<file path="config.mk">
export PLATFORM = sky130hd
export DESIGN_NAME = gray_frame_mod
export DESIGN_NICKNAME = d
export VERILOG_FILES = /design/src/rtl/gray_frame_mod.sv
export SDC_FILE = /design/constraint.sdc
export NUM_CORES = 1
export LEC_CHECK = 0
export BUFFER_PORTS_ARGS = -buffer_cell sky130_fd_sc_hd__buf_2
export CAP_MARGIN = 0
export CORE_ASPECT_RATIO = 0.9
export CORE_MARGIN = 2
export CORE_UTILIZATION = 35
export CTS_CLUSTER_SIZE = 28
export DETAILED_ROUTE_END_ITERATION = 10
export SETUP_SLACK_MARGIN = 0.4
export SYNTH_ARGS = -nofsm -noshare
export SYNTH_HDL_FRONTEND = slang
export SYNTH_SLANG_ARGS = --single-unit
export TNS_END_PERCENT = 5
</file>
<file path="constraint.sdc">
create_clock -name clk -period 2.8 [get_ports clk]
set_input_delay 0.42 -clock clk [delete_from_list [all_inputs] [get_ports clk]]
set_output_delay 0.42 -clock clk [all_outputs]
set_load 0.02 [all_outputs]
</file>
<file path="src/rtl/gray_frame_mod.sv">
module gray_frame_mod #(
  parameter int NSLOT = 4
) (
  input  logic               clk,
  input  logic               rst_n,
  input  logic               wr_en,
  input  logic [3:0]         wr_addr,
  input  logic [7:0]         wr_data,
  input  logic               ps_mode,
  input  logic               disp_on,
  input  logic               frame_tick,
  input  logic [3:0]         line_phase,
  input  logic [2*NSLOT-1:0] pix,
  output logic [NSLOT-1:0]   seg_on
);
  localparam int NWORD = 8;

  logic [NWORD-1:0][15:0] pat_q;
  logic [1:0]             frame_q;

  always_ff @(posedge clk) begin
    if (!rst_n) begin
      pat_q <= '0;
    end else if (wr_en) begin
      if (wr_addr[0]) pat_q[wr_addr[3:1]][15:8] <= wr_data;
      else            pat_q[wr_addr[3:1]][7:0]  <= wr_data;
    end
  end

  always_ff @(posedge clk) begin
    if (!rst_n)          frame_q <= 2'd0;
    else if (frame_tick) frame_q <= frame_q + 2'd1;
  end

  for (genvar s = 0; s < NSLOT; s++) begin : g_slot
    logic [1:0]  code;
    logic [15:0] word;
    logic [3:0]  width;
    assign code  = pix[2*s +: 2];
    assign word  = pat_q[{ps_mode, code}];
    assign width = word[4*frame_q +: 4];
    assign seg_on[s] = disp_on && (line_phase < width);
  end


  a_r2_frame_wrap: assert property (@(posedge clk) disable iff (!rst_n)
    (frame_tick && frame_q == 2'd3) |=> frame_q == 2'd0);
  a_r2_frame_hold: assert property (@(posedge clk) disable iff (!rst_n)
    !frame_tick |=> $stable(frame_q));

  a_r3_no_write_stable: assert property (@(posedge clk) disable iff (!rst_n)
    !wr_en |=> $stable(pat_q));

  a_r6_dark_off: assert property (@(posedge clk) disable iff (!rst_n)
    !disp_on |-> seg_on == '0);

  a_r7_phase15_off: assert property (@(posedge clk) disable iff (!rst_n)
    line_phase == 4'd15 |-> seg_on == '0);

  a_r1_reset_clear: assert property (@(posedge clk)
    !rst_n |=> (pat_q == '0 && frame_q == 2'd0));
endmodule

</file>
==> impl_results.md, run 1 <==
* Crit path DAT at 2.92 ns
* GRT Util Overall at 0.196
* Worst slew margin at 0.370
* Sequential area share after synthesis at 0.278
* Worst Hold Depth at 3
* Clock Latency Late Sink at 0.42 ns
* Crit Path Class: reg2out
* Num rows at 56
* Largest net degree at the start of global routing at 69
* Critical Path Fanout Max at 5
* GRT overflow at 0
* Mapped Area at 9370 sq um
* Via count at 6725
* DP HPWL at 18800 microns
* Clock skew at 0.0000620 ns
* Top-count cell post-synth: mux2i_1
* Die width at 176 microns
* Tot Pwr at 4.86 mW
* Drt drc at 0
* RSZ-0062 raised after global routing: yes
* Root Driver: clkbuf_16
* Final Hold Fails at 0
* DR WL/cell at 22.5 microns
* Worst-Margin Slew at 0.945 ns
* Synth area leaders: mux4_2 35%, dfxtp_1 28%, mux2i_1 19%
* Worst-path clk slew at 0.06 ns
* CP most frequent cell: mux4_2
* Post-Route WL at 26700 microns
* Pre-CTS setup slack at -0.631 ns
* Area grow syn2layout at 21.3%
* Antenna diode count at 0
* Top cells by count, synth: 174 x mux2i_1, 146 x mux4_2, 130 x dfxtp_1, 130 x nor2b_1, 34 x clkbuf_1
* Die area at 28100 sq um
* Number of synthesized flops with an enable pin at 0
* Initial DRC Count at 634
* Syn nets at 773
* Period minus WS final at 3.34 ns
* Initial Util at 0.357
* Hold Buf Count CTS at 0
* Synth warn at 0
* Initial antenna violation count at 0
* Fin crit share at 1.19
* Num ports at 34
* Static Leak at 4.11 nW
* Num CTS Buffers at 17
* Via-to-Cell Ratio at 5.68
* Design area at 11400 sq um
* Die Y-Extent at 159 microns
* Yosys top cell area share at 0.351
* R2r worst-path depth at 4
* Setup_tns at -1.93 ns
* Vias in the first global route at 6655
* Startpoint Class: register
* Max cap viols at 0
* Post-DRT Antenna Nets at 0
* CTS tree: yes
* Power per standard cell area at 428 nW/um^2
* Asr flop ratio synth at 0
* Post-synthesis cell count at 731
* Syn avg cell area at 12.8 sq um
* RD Place Congestion at 0.848
* Max VDD drop at 0.394 mV
* IO buf count at 33
* Clk sinks at 130
* Count of final setup violators at 4
* H-tree levels at 4
* Core area at 26200 sq um
* CP Capture Type: output port
* Slowest cell on crit path: mux4_2
* Unique masters post-synth at 29
* Max incr delay on CP at 0.50 ns
* Final worst slack at -0.536 ns
* First-pass GRT wire length at 41800 microns
* Placed cell areas at 10600 sq um
* DRT Pass-1 Iters at 6
* Synth Flop Type: dfxtp_1
* Req. time, crit path at 2.38 ns
* Fin nets at 865
* CTS max path bufs at 2
* Min Hold Slack at 0.337 ns
* Share of post-route cells with drive strength above 1 at 0.422
* Max-slew violation total from the final report at 0
* HP Class: in2reg
* Area leader, netlist: mux4_2
* Status: finished with violations
* Failing checks: setup timing
* Fmax achieved at 300 MHz
* Synthesis-stage register bit count at 130
* Crit-path cells: mux4_2 > mux4_2 > mux2i_1 > buf_4 > ha_4 > a211oi_2 > nand4_1 > a21oi_2 > buf_6
==> cell families after synthesis <==
family	share of synthesized area
XOR/XNOR	0.00187
buffers and inverters	0.0365
multiplexers	0.537
adder cells (fa/ha/maj)	0.0160
AO/OA/AOI/OAI	0.00548
flip-flops	0.278
AND/OR/NAND/NOR	0.125
==> final cells by class <==
class                   instances  area [sq um]
repair buffers                140          1220
clock inverters                 8          76.3
flip-flops and latches        130          2620
well taps                     348           435
fillers                      2471         14800
clock buffers                  24           502
multi-input cells             534          6500
==> power by group <==
part           switching, mW  internal [mW]
combinational          0.367          0.376
sequential            0.0285           1.88
clock                  0.872           1.34
total                   1.27           3.59
==> what timing repair did <==
action                     in CTS  in global routing
pin swaps                       5                  4
buffers inserted                4                  0
gates cloned                    2                  0
resized for setup              37                  4
setup endpoints to repair       4                  4
==> sequential cells by signal, indices dropped and copies added, names as in the netlist <==
signal   count
frame_q      2
pat_q      128
==> metrics by stage <==
| stage | util | cells |
|---|---|---|
| 2_1_floorplan | - | 731 |
| 5_1_grt | 0.434 | 1184 |
| 4_1_cts | 0.433 | 1184 |
| 3_5_place_dp | 0.403 | 1146 |
| 3_3_place_gp | 0.403 | 1146 |
| 6_report | 0.434 | 1184 |
==> cell usage in the layout, fill, tap and decap left out, types with 9 or more instances in the layout <==
| master | instances |
|---|---|
| buf_4 | 88 |
| clkbuf_16 | 17 |
| nor2_2 | 9 |
| mux2i_1 | 171 |
| nor2b_1 | 130 |
| nand4_1 | 9 |
| mux4_2 | 146 |
| buf_2 | 28 |
| dfxtp_1 | 115 |
| nand3_1 | 10 |
| dfxtp_2 | 15 |
| buf_12 | 13 |
| nand2_1 | 9 |
==> worst paths after layout <==
| check | end | slack, ns | start |
|---|---|---|---|
| worst min register to register | pat_q[118]$_SDFFE_PN0P_ | 0.55 | pat_q[118]$_SDFFE_PN0P_ |
| worst min-delay path | frame_q[0]$_SDFFE_PN0P_ | 0.34 | frame_tick |
| worst max register to register | frame_q[1]$_SDFFE_PN0P_ | 1.78 | frame_q[0]$_SDFFE_PN0P_ |
| worst max-delay path | seg_on[1] | -0.54 | pat_q[17]$_SDFFE_PN0P_ |
==> metal layers <==
metal,track usage,share of wire,wire length (microns)
met2,0.291,0.45,12000
met4,0.0346,0.010,269
met5,0,0,0
met3,0.0413,0.071,1890
met1,0.297,0.47,12500
==> critical path: cells and delay by family, from the launching register on <==
family / cells / cell delay (ns)
simple gates: 1 / 0.12
fa+ha+maj: 1 / 0.22
buf+inv: 2 / 0.31
mux: 3 / 1.12
flops: 1 / 0.35
compound gates: 2 / 0.36
Note: power is estimated with default switching activity, not from simulation.
==> run 2: changes to the inputs <==
--- a/config.mk
+++ b/config.mk
@@ -5,6 +5,7 @@
 export SDC_FILE = /design/constraint.sdc
 export NUM_CORES = 1
 export LEC_CHECK = 0
+export ABC_AREA = 1
 export BUFFER_PORTS_ARGS = -buffer_cell sky130_fd_sc_hd__buf_2
 export CAP_MARGIN = 0
 export CORE_ASPECT_RATIO = 0.9
==> run 2 against run 1 <==
Die area increased by 3.1%. Core utilization is 0.51 points lower. Largest power group unchanged. Largest cell class unchanged. Setup slack better by 0.64 ns. Clock power is 4% lower. Sequential cell count unchanged. The run now ends clean. Final area grew 2.2%. Cell count is 69% higher. Synthesized cell count up 120%.
==> impl_results.md, run 2 <==
* Root Driver: clkbuf_16
* Post-Route Utilization at 0.428 (-0.00505)
* Via-to-Cell Ratio at 6.09 (+7.3%)
* Commonest cells after routing, fill and taps aside: 414 x nor2_1, 287 x o21ai_0, 238 x nand2_1
* Num ports at 34 (unchanged)
* Synth warn at 0 (unchanged)
* Design area at 11600 sq um (+2.2%)
* Largest regs: pat_q: 128 flops, frame_q: 2 flops
* Syn avg cell area at 5.94 sq um (-54%)
* Placed cell areas at 10300 sq um (-2.2%)
* Largest net degree at the start of global routing at 131 (+90%)
* Internal power at 3.55 mW (-1.2%)
* Final Hold Fails at 0 (unchanged)
* Clock Latency Late Sink at 0.43 ns (about the same)
* Area grow syn2layout at 20.1%
* Biggest register: pat_q
* Drt drc at 0 (unchanged)
* Clock power frac at 0.398 (-0.057)
* DP HPWL at 26200 microns (+40%)
* HP Class: in2reg
* IO buf count at 33 (unchanged)
* Core area at 27100 sq um (+3.4%)
* Power per standard cell area at 458 nW/um^2 (+7.1%)
* Non-filler cells, final at 1999 (+69%)
* CP Capture Type: output port
* Num rows at 57 (+1.8%)
* Status: completed
* Static Leak at 4.71 nW (+15%)
* Vias in the first global route at 10700 (+61%)
* GRT overflow at 0 (unchanged)
* Commonest non-fill, non-tap cell in the layout: nor2_1
* RD Place Congestion at 0.906 (+6.8%)
* Post-synthesis cell count at 1627 (+120%)
* Num CTS Buffers at 17 (unchanged)
* Syn nets at 1669 (+120%)
* Worst slew margin at 0.654 (+0.284)
* Fmax achieved at 371 MHz (+24%)
* Post-Route WL at 42700 microns (+60%)
* Startpoint Class: input port
* DR WL/cell at 21.3 microns (-5.3%)
* Synth Flop Type: dfxtp_1
* Initial antenna violation count at 1 (+1)
* Max-slew violation total from the final report at 0 (unchanged)
* Count of final setup violators at 0 (-4)
* Share of post-route cells with drive strength above 1 at 0.147 (-0.276)
* P_sw at 1.77 mW (+40%)
* Worst-Margin Slew at 0.519 ns (-0.426 ns)
* Max VDD drop at 0.369 mV (-6.3%)
* Mapped Area at 9670 sq um (+3.2%)
* Top cells by count, synth: 414 x nor2_1, 312 x o21ai_0, 239 x nand2_1
* Initial Util at 0.357 (-0.000733)
* Clk sinks at 130 (unchanged)
* Fin nets at 1676 (+94%)
* Synth area leaders: dfxtp_1 27%, o21ai_0 16%, nor2_1 16%
* Routed wl met2 at 18100 microns (+51%)
* Antenna diode count at 0 (unchanged)
* Sw frac at 0.333 (+0.0726)
* CTS max path bufs at 2 (unchanged)
* Sequential area share after synthesis at 0.269 (-0.00863)
* GRT Util Overall at 0.284 (+0.0881)
* First-pass GRT wire length at 63500 microns (+52%)
* Clock skew at 0.000104 ns (+0.0000422 ns)
* Top-count cell post-synth: nor2_1
* Wire length on met1 at 18000 microns (+44%)
* Max reg flops at 128 (unchanged)
* Yosys top cell area share at 0.269 (-0.0818)
* H-tree levels at 4 (unchanged)
* CP startpoint: pix[3]
* Crit Path Class: in2out
* Uppermost layer routed: met4
* Die width at 179 microns (+1.6%)
* Initial DRC Count at 1944 (+210%)
* Fin crit share at 0.963 (-0.229)
* FF-to-FF Start: frame_q[0]$_SDFFE_PN0P_
* Unique masters post-synth at 22 (-24%)
* RSZ-0062 raised after global routing: yes
* Hold_sp: frame_tick
* Flop pwr share at 0.367 (-0.025)
* Area leader, netlist: dfxtp_1
* Via count at 12200 (+81%)
* Fill count at 2822 (+14%)
* Number of synthesized flops with an enable pin at 0 (unchanged)
* CTS tree: yes
* Max cap viols at 0 (unchanged)
* Post-DRT Antenna Nets at 0 (unchanged)
* Die Y-Extent at 162 microns (+1.5%)
* DRT Pass-1 Iters at 6 (unchanged)
* Placed insts at 1948 (+70%)
* Worst-path clk slew at 0.06 ns (about the same)
* Metal3 WL at 5020 microns (+170%)
* Synthesis-stage register bit count at 130 (unchanged)
* Critical Path Fanout Max at 16 (+11)
* Setup_tns at 0 ns (+1.93 ns)
* Asr flop ratio synth at 0 (unchanged)
* Req. time, crit path at 2.38 ns (about the same)
* Comb power frac at 0.235 (+0.082)
* Period minus WS final at 2.70 ns (-0.641 ns)
* Crit path DAT at 2.28 ns (-0.64 ns)
* Die area at 29000 sq um (+3.1%)
-- run 2: changes by cell type after synthesis, sizes merged, moves of 130 or more --
cell,delta
nand3,+142
mux4,-146
nor2,+411
nor2b,-130
nand2,+229
o21ai,+330
mux2i,-174
-- run 2: final timing paths --
path / depth (start not counted) / slack (ns) / end
max: 13 / 0.10 / seg_on[1]
min: 2 / 0.19 / frame_q[0]$_SDFFE_PN0P_
max reg2reg: 4 / 1.71 / frame_q[1]$_SDFFE_PN0P_
min reg2reg: 2 / 0.48 / pat_q[13]$_SDFFE_PN0P_
-- run 2: what timing repair did --
item / CTS / global route
resized for setup: 68 / 97
pin swaps: 7 / 28
setup endpoints to repair: 4 / 4
hold buffers: 0 / 0
setup buffers: 2 / 4
gates cloned: 8 / 7
-- run 2: cell type report --
| cell class | instances | area (sq um) | area share |
|---|---|---|---|
| multi-input combinational | 1308 | 6210 | 0.535 |
| sequential | 130 | 2700 | 0.233 |
| timing repair buffer | 111 | 1450 | 0.125 |
| tap | 354 | 443 | 0.0381 |
| clock buffer | 18 | 429 | 0.0370 |
| inverter | 66 | 288 | 0.0248 |
| clock inverter | 12 | 95.1 | 0.00819 |
-- run 2: logic make-up after synthesis --
family	synth area share
compound gates	0.273
fa+ha+maj	0.0155
buf+inv	0.0950
flops	0.269
simple gates	0.347
-- run 2: power by group through the flow --
| stage | registers (mW) | clock network, mW | logic [mW] |
|---|---|---|---|
| 6_report | 1.95 | 2.12 | 1.25 |
| 5_1_grt | 1.96 | 2.20 | 1.34 |
| 4_1_cts | 1.95 | 2.13 | 1.14 |
| 3_5_place_dp | 1.99 | 0 | 1.05 |
| 3_3_place_gp | 1.99 | 0 | 1.03 |
| 2_1_floorplan | 1.97 | 0 | 0.710 |
-- run 2: worst max-delay path, cell delays in order --
cell and delay, ns:
clkbuf_4 0.18, inv_4 0.10, buf_12 0.16, o21ai_0 0.10, o221ai_1 0.18, nand3_1 0.14
nand3_1 0.11, nand2_1 0.05, ha_1 0.26, nand2_1 0.06, nand2_1 0.10, a21oi_2 0.21
buf_4 0.17
-- run 2: through the flow --
stage               hold slack, ns  worst slack [ns]  total power [mW]
global route                 0.196            0.0280              5.50
floorplan                    0.450             0.382              2.68
detailed placement           0.494            0.0668              3.04
CTS                          0.173             0.143              5.22
global placement             0.484            0.0507              3.02
finish                       0.186             0.105              5.32
-- run 2: layer usage --
metal / vias to the layer above / global-route usage
met2: 879 / 0.415
met5: - / 0
met3: 163 / 0.0541
met4: 0 / 0.115
met1: 5587 / 0.408
li1: 5554 / -
==> run 3: changes to the inputs <==
--- a/config.mk
+++ b/config.mk
@@ -6,7 +6,7 @@
 export NUM_CORES = 1
 export LEC_CHECK = 0
 export ABC_AREA = 1
-export BUFFER_PORTS_ARGS = -buffer_cell sky130_fd_sc_hd__buf_2
+export BUFFER_PORTS_ARGS = -buffer_cell sky130_fd_sc_hd__buf_4
 export CAP_MARGIN = 0
 export CORE_ASPECT_RATIO = 0.9
 export CORE_MARGIN = 2
==> run 3 against run 2 <==
Via count is 0.87% lower. Core utilization is 1.0 points higher. Sequential share of layout area is 0.25 points lower. Largest power group unchanged. Highest routed layer unchanged.
==> impl_results.md, run 3 (same netlist as run 2, synthesis figures left out) <==
* Status: completed
* Fin crit share at 0.966 (+0.00338)
* Initial antenna violation count at 0 (-1)
* Via-to-Cell Ratio at 6.02 (-1.2%)
* Worst slew margin at 0.437 (-0.217)
* P_sw at 1.81 mW (+1.8%)
* Max reg flops at 128 (unchanged)
* Vias in the first global route at 10800 (+0.10%)
* Design area at 11900 sq um (+2.4%)
* Antenna diode count at 0 (unchanged)
* CTS tree: yes
* First-pass GRT wire length at 62800 microns (-1.1%)
* Worst-Margin Slew at 0.841 ns (+0.322 ns)
* Internal power at 3.98 mW (+12%)
* Num rows at 57 (unchanged)
* DP HPWL at 26800 microns (+2.1%)
* Comb power frac at 0.220 (-0.015)
* DR WL/cell at 20.8 microns (-2.6%)
* Startpoint Class: register
* Commonest non-fill, non-tap cell in the layout: nor2_1
* Crit-path cells: buf_4 > nor2_1 > o221ai_1 > nand3_1 > nand3_1 > nand2_1 > ha_1 > nand2_1 > nand2_1 > a21oi_2 > buf_6
* Crit Path Class: reg2out
* DRT Pass-1 Iters at 7 (+1)
* Core area at 27100 sq um (unchanged)
* Num ports at 34 (unchanged)
* Max cap viols at 0 (unchanged)
* CP Capture Type: output port
* Final Hold Fails at 0 (unchanged)
* Clock skew at 0.0000724 ns (-0.0000317 ns)
* Static Leak at 4.80 nW (+2.0%)
* GRT Util Overall at 0.280 (-0.00423)
* Area grow syn2layout at 23.0%
* Period minus WS final at 2.70 ns (+0.00947 ns)
* Initial DRC Count at 1902 (-2.2%)
* Clock Latency Late Sink at 0.44 ns (about the same)
* Worst-path clk slew at 0.07 ns (about the same)
* Placed insts at 1953 (+0.26%)
* Critical Path Fanout Max at 3 (-13)
* Fill count at 2862 (+1.4%)
* Min Hold Slack at 0.151 ns (-0.0349 ns)
* Sw frac at 0.312 (-0.0211)
* Setup_tns at 0 ns (unchanged)
* H-tree levels at 4 (unchanged)
* Max VDD drop at 0.449 mV (+22%)
* Root Driver: clkbuf_16
* CP most frequent cell: nand2_1
* Non-filler cells, final at 2006 (+0.35%)
* Placed cell areas at 10400 sq um (+0.56%)
* Commonest cells after routing, fill and taps aside: 410 x nor2_1, 279 x o21ai_0, 231 x nand2_1
* Max incr delay on CP at 0.35 ns (+0.09 ns)
* Die Y-Extent at 162 microns (unchanged)
* Power per standard cell area at 486 nW/um^2 (+6.2%)
* Slowest cell on crit path: dfxtp_4
* Num CTS Buffers at 17 (unchanged)
* Clk sinks at 130 (unchanged)
* Largest regs: pat_q: 128 flops, frame_q: 2 flops
* Fmax achieved at 370 MHz (-0.35%)
* Post-Route WL at 41700 microns (-2.3%)
* IO buf count at 33 (unchanged)
* Count of final setup violators at 0 (unchanged)
* Die width at 179 microns (unchanged)
* Crit path DAT at 2.28 ns (about the same)
* GRT overflow at 0 (unchanged)
* Die area at 29000 sq um (unchanged)
* RSZ-0062 raised after global routing: yes
* HP Class: in2reg
* Share of post-route cells with drive strength above 1 at 0.168 (+0.0218)
* CTS max path bufs at 2 (unchanged)
* Drt drc at 0 (unchanged)
* Req. time, crit path at 2.38 ns (about the same)
* Fin nets at 1681 (+0.30%)
* RD Place Congestion at 0.881 (-2.7%)
* Largest net degree at the start of global routing at 79 (-40%)
* Clock power frac at 0.443 (+0.045)
* Flop pwr share at 0.337 (-0.030)
* Via count at 12100 (-0.87%)
* Biggest register: pat_q
* Post-DRT Antenna Nets at 0 (unchanged)
* Max-slew violation total from the final report at 0 (unchanged)
* Hold Buf Count CTS at 0 (unchanged)
* Initial Util at 0.357 (unchanged)
==> run 3: changes by cell type in the layout (fill, tap and decap cells not counted), sizes merged <==
cell,delta
buf,+6
bufinv,+4
clkinv,-4
clkinvlp,-2
inv,+2
clkbuf,+1
==> run 3: critical path, delay by kind of cell (launching register included) <==
family	cells	cell delay [ns]
buffers and inverters	2	0.26
DFF	1	0.35
adders and majority gates	1	0.29
and+or+nand+nor	6	0.52
AOI/OAI and AO/OA	2	0.42
==> run 3: metal layers <==
layer | track usage | up-vias | wire (microns) | part of all wire
li1 | - | 5567 | - | -
met1 | 0.394 | 5608 | 18000 | 0.43
met2 | 0.415 | 787 | 17900 | 0.43
met3 | 0.0576 | 115 | 4450 | 0.11
met4 | 0.114 | 0 | 1320 | 0.032
met5 | 0 | - | 0 | 0
==> run 3: per-stage QoR <==
stage / utilization / worst slack (ns) / power [mW]
2_1_floorplan: - / 0.382 / 2.68
3_3_place_gp: 0.383 / 0.0156 / 3.04
3_5_place_dp: 0.383 / 0.0497 / 3.05
4_1_cts: 0.420 / 0.138 / 5.67
5_1_grt: 0.439 / 0.0240 / 5.99
6_report: 0.439 / 0.0951 / 5.78
==> run 3: area by class of cell <==
class                   instances  area (sq um)  area share
multi-input cells            1308          6310       0.530
flip-flops and latches        130          2740       0.230
repair buffers                116          1470       0.124
clock buffers                  20           447      0.0376
well taps                     354           443      0.0372
inverters                      66           278      0.0234
clock inverters                12           205      0.0173
==> run 3: timing repair <==
item,in CTS,in global routing
setup buffers,2,6
pin swaps,10,48
gates resized for setup,83,121
endpoints found under the setup margin,4,4
gates cloned,6,7
==> run 3: power by group through the flow <==
stage | logic [mW] | clock network [mW] | registers, mW
6_report | 1.27 | 2.56 | 1.95
5_1_grt | 1.38 | 2.65 | 1.95
4_1_cts | 1.14 | 2.58 | 1.96
3_5_place_dp | 1.06 | 0 | 1.99
3_3_place_gp | 1.04 | 0 | 1.99
2_1_floorplan | 0.710 | 0 | 1.97
==> run 3: worst paths after layout <==
path,startpoint,endpoint,slack (ns),cells past startpoint
worst min-delay path,frame_tick,frame_q[0]$_SDFFE_PN0P_,0.15,2
worst min register to register,pat_q[25]$_SDFFE_PN0P_,pat_q[25]$_SDFFE_PN0P_,0.48,2
worst max-delay path,pat_q[77]$_SDFFE_PN0P_,seg_on[1],0.1,11
worst max register to register,frame_q[0]$_SDFFE_PN0P_,frame_q[1]$_SDFFE_PN0P_,1.79,4
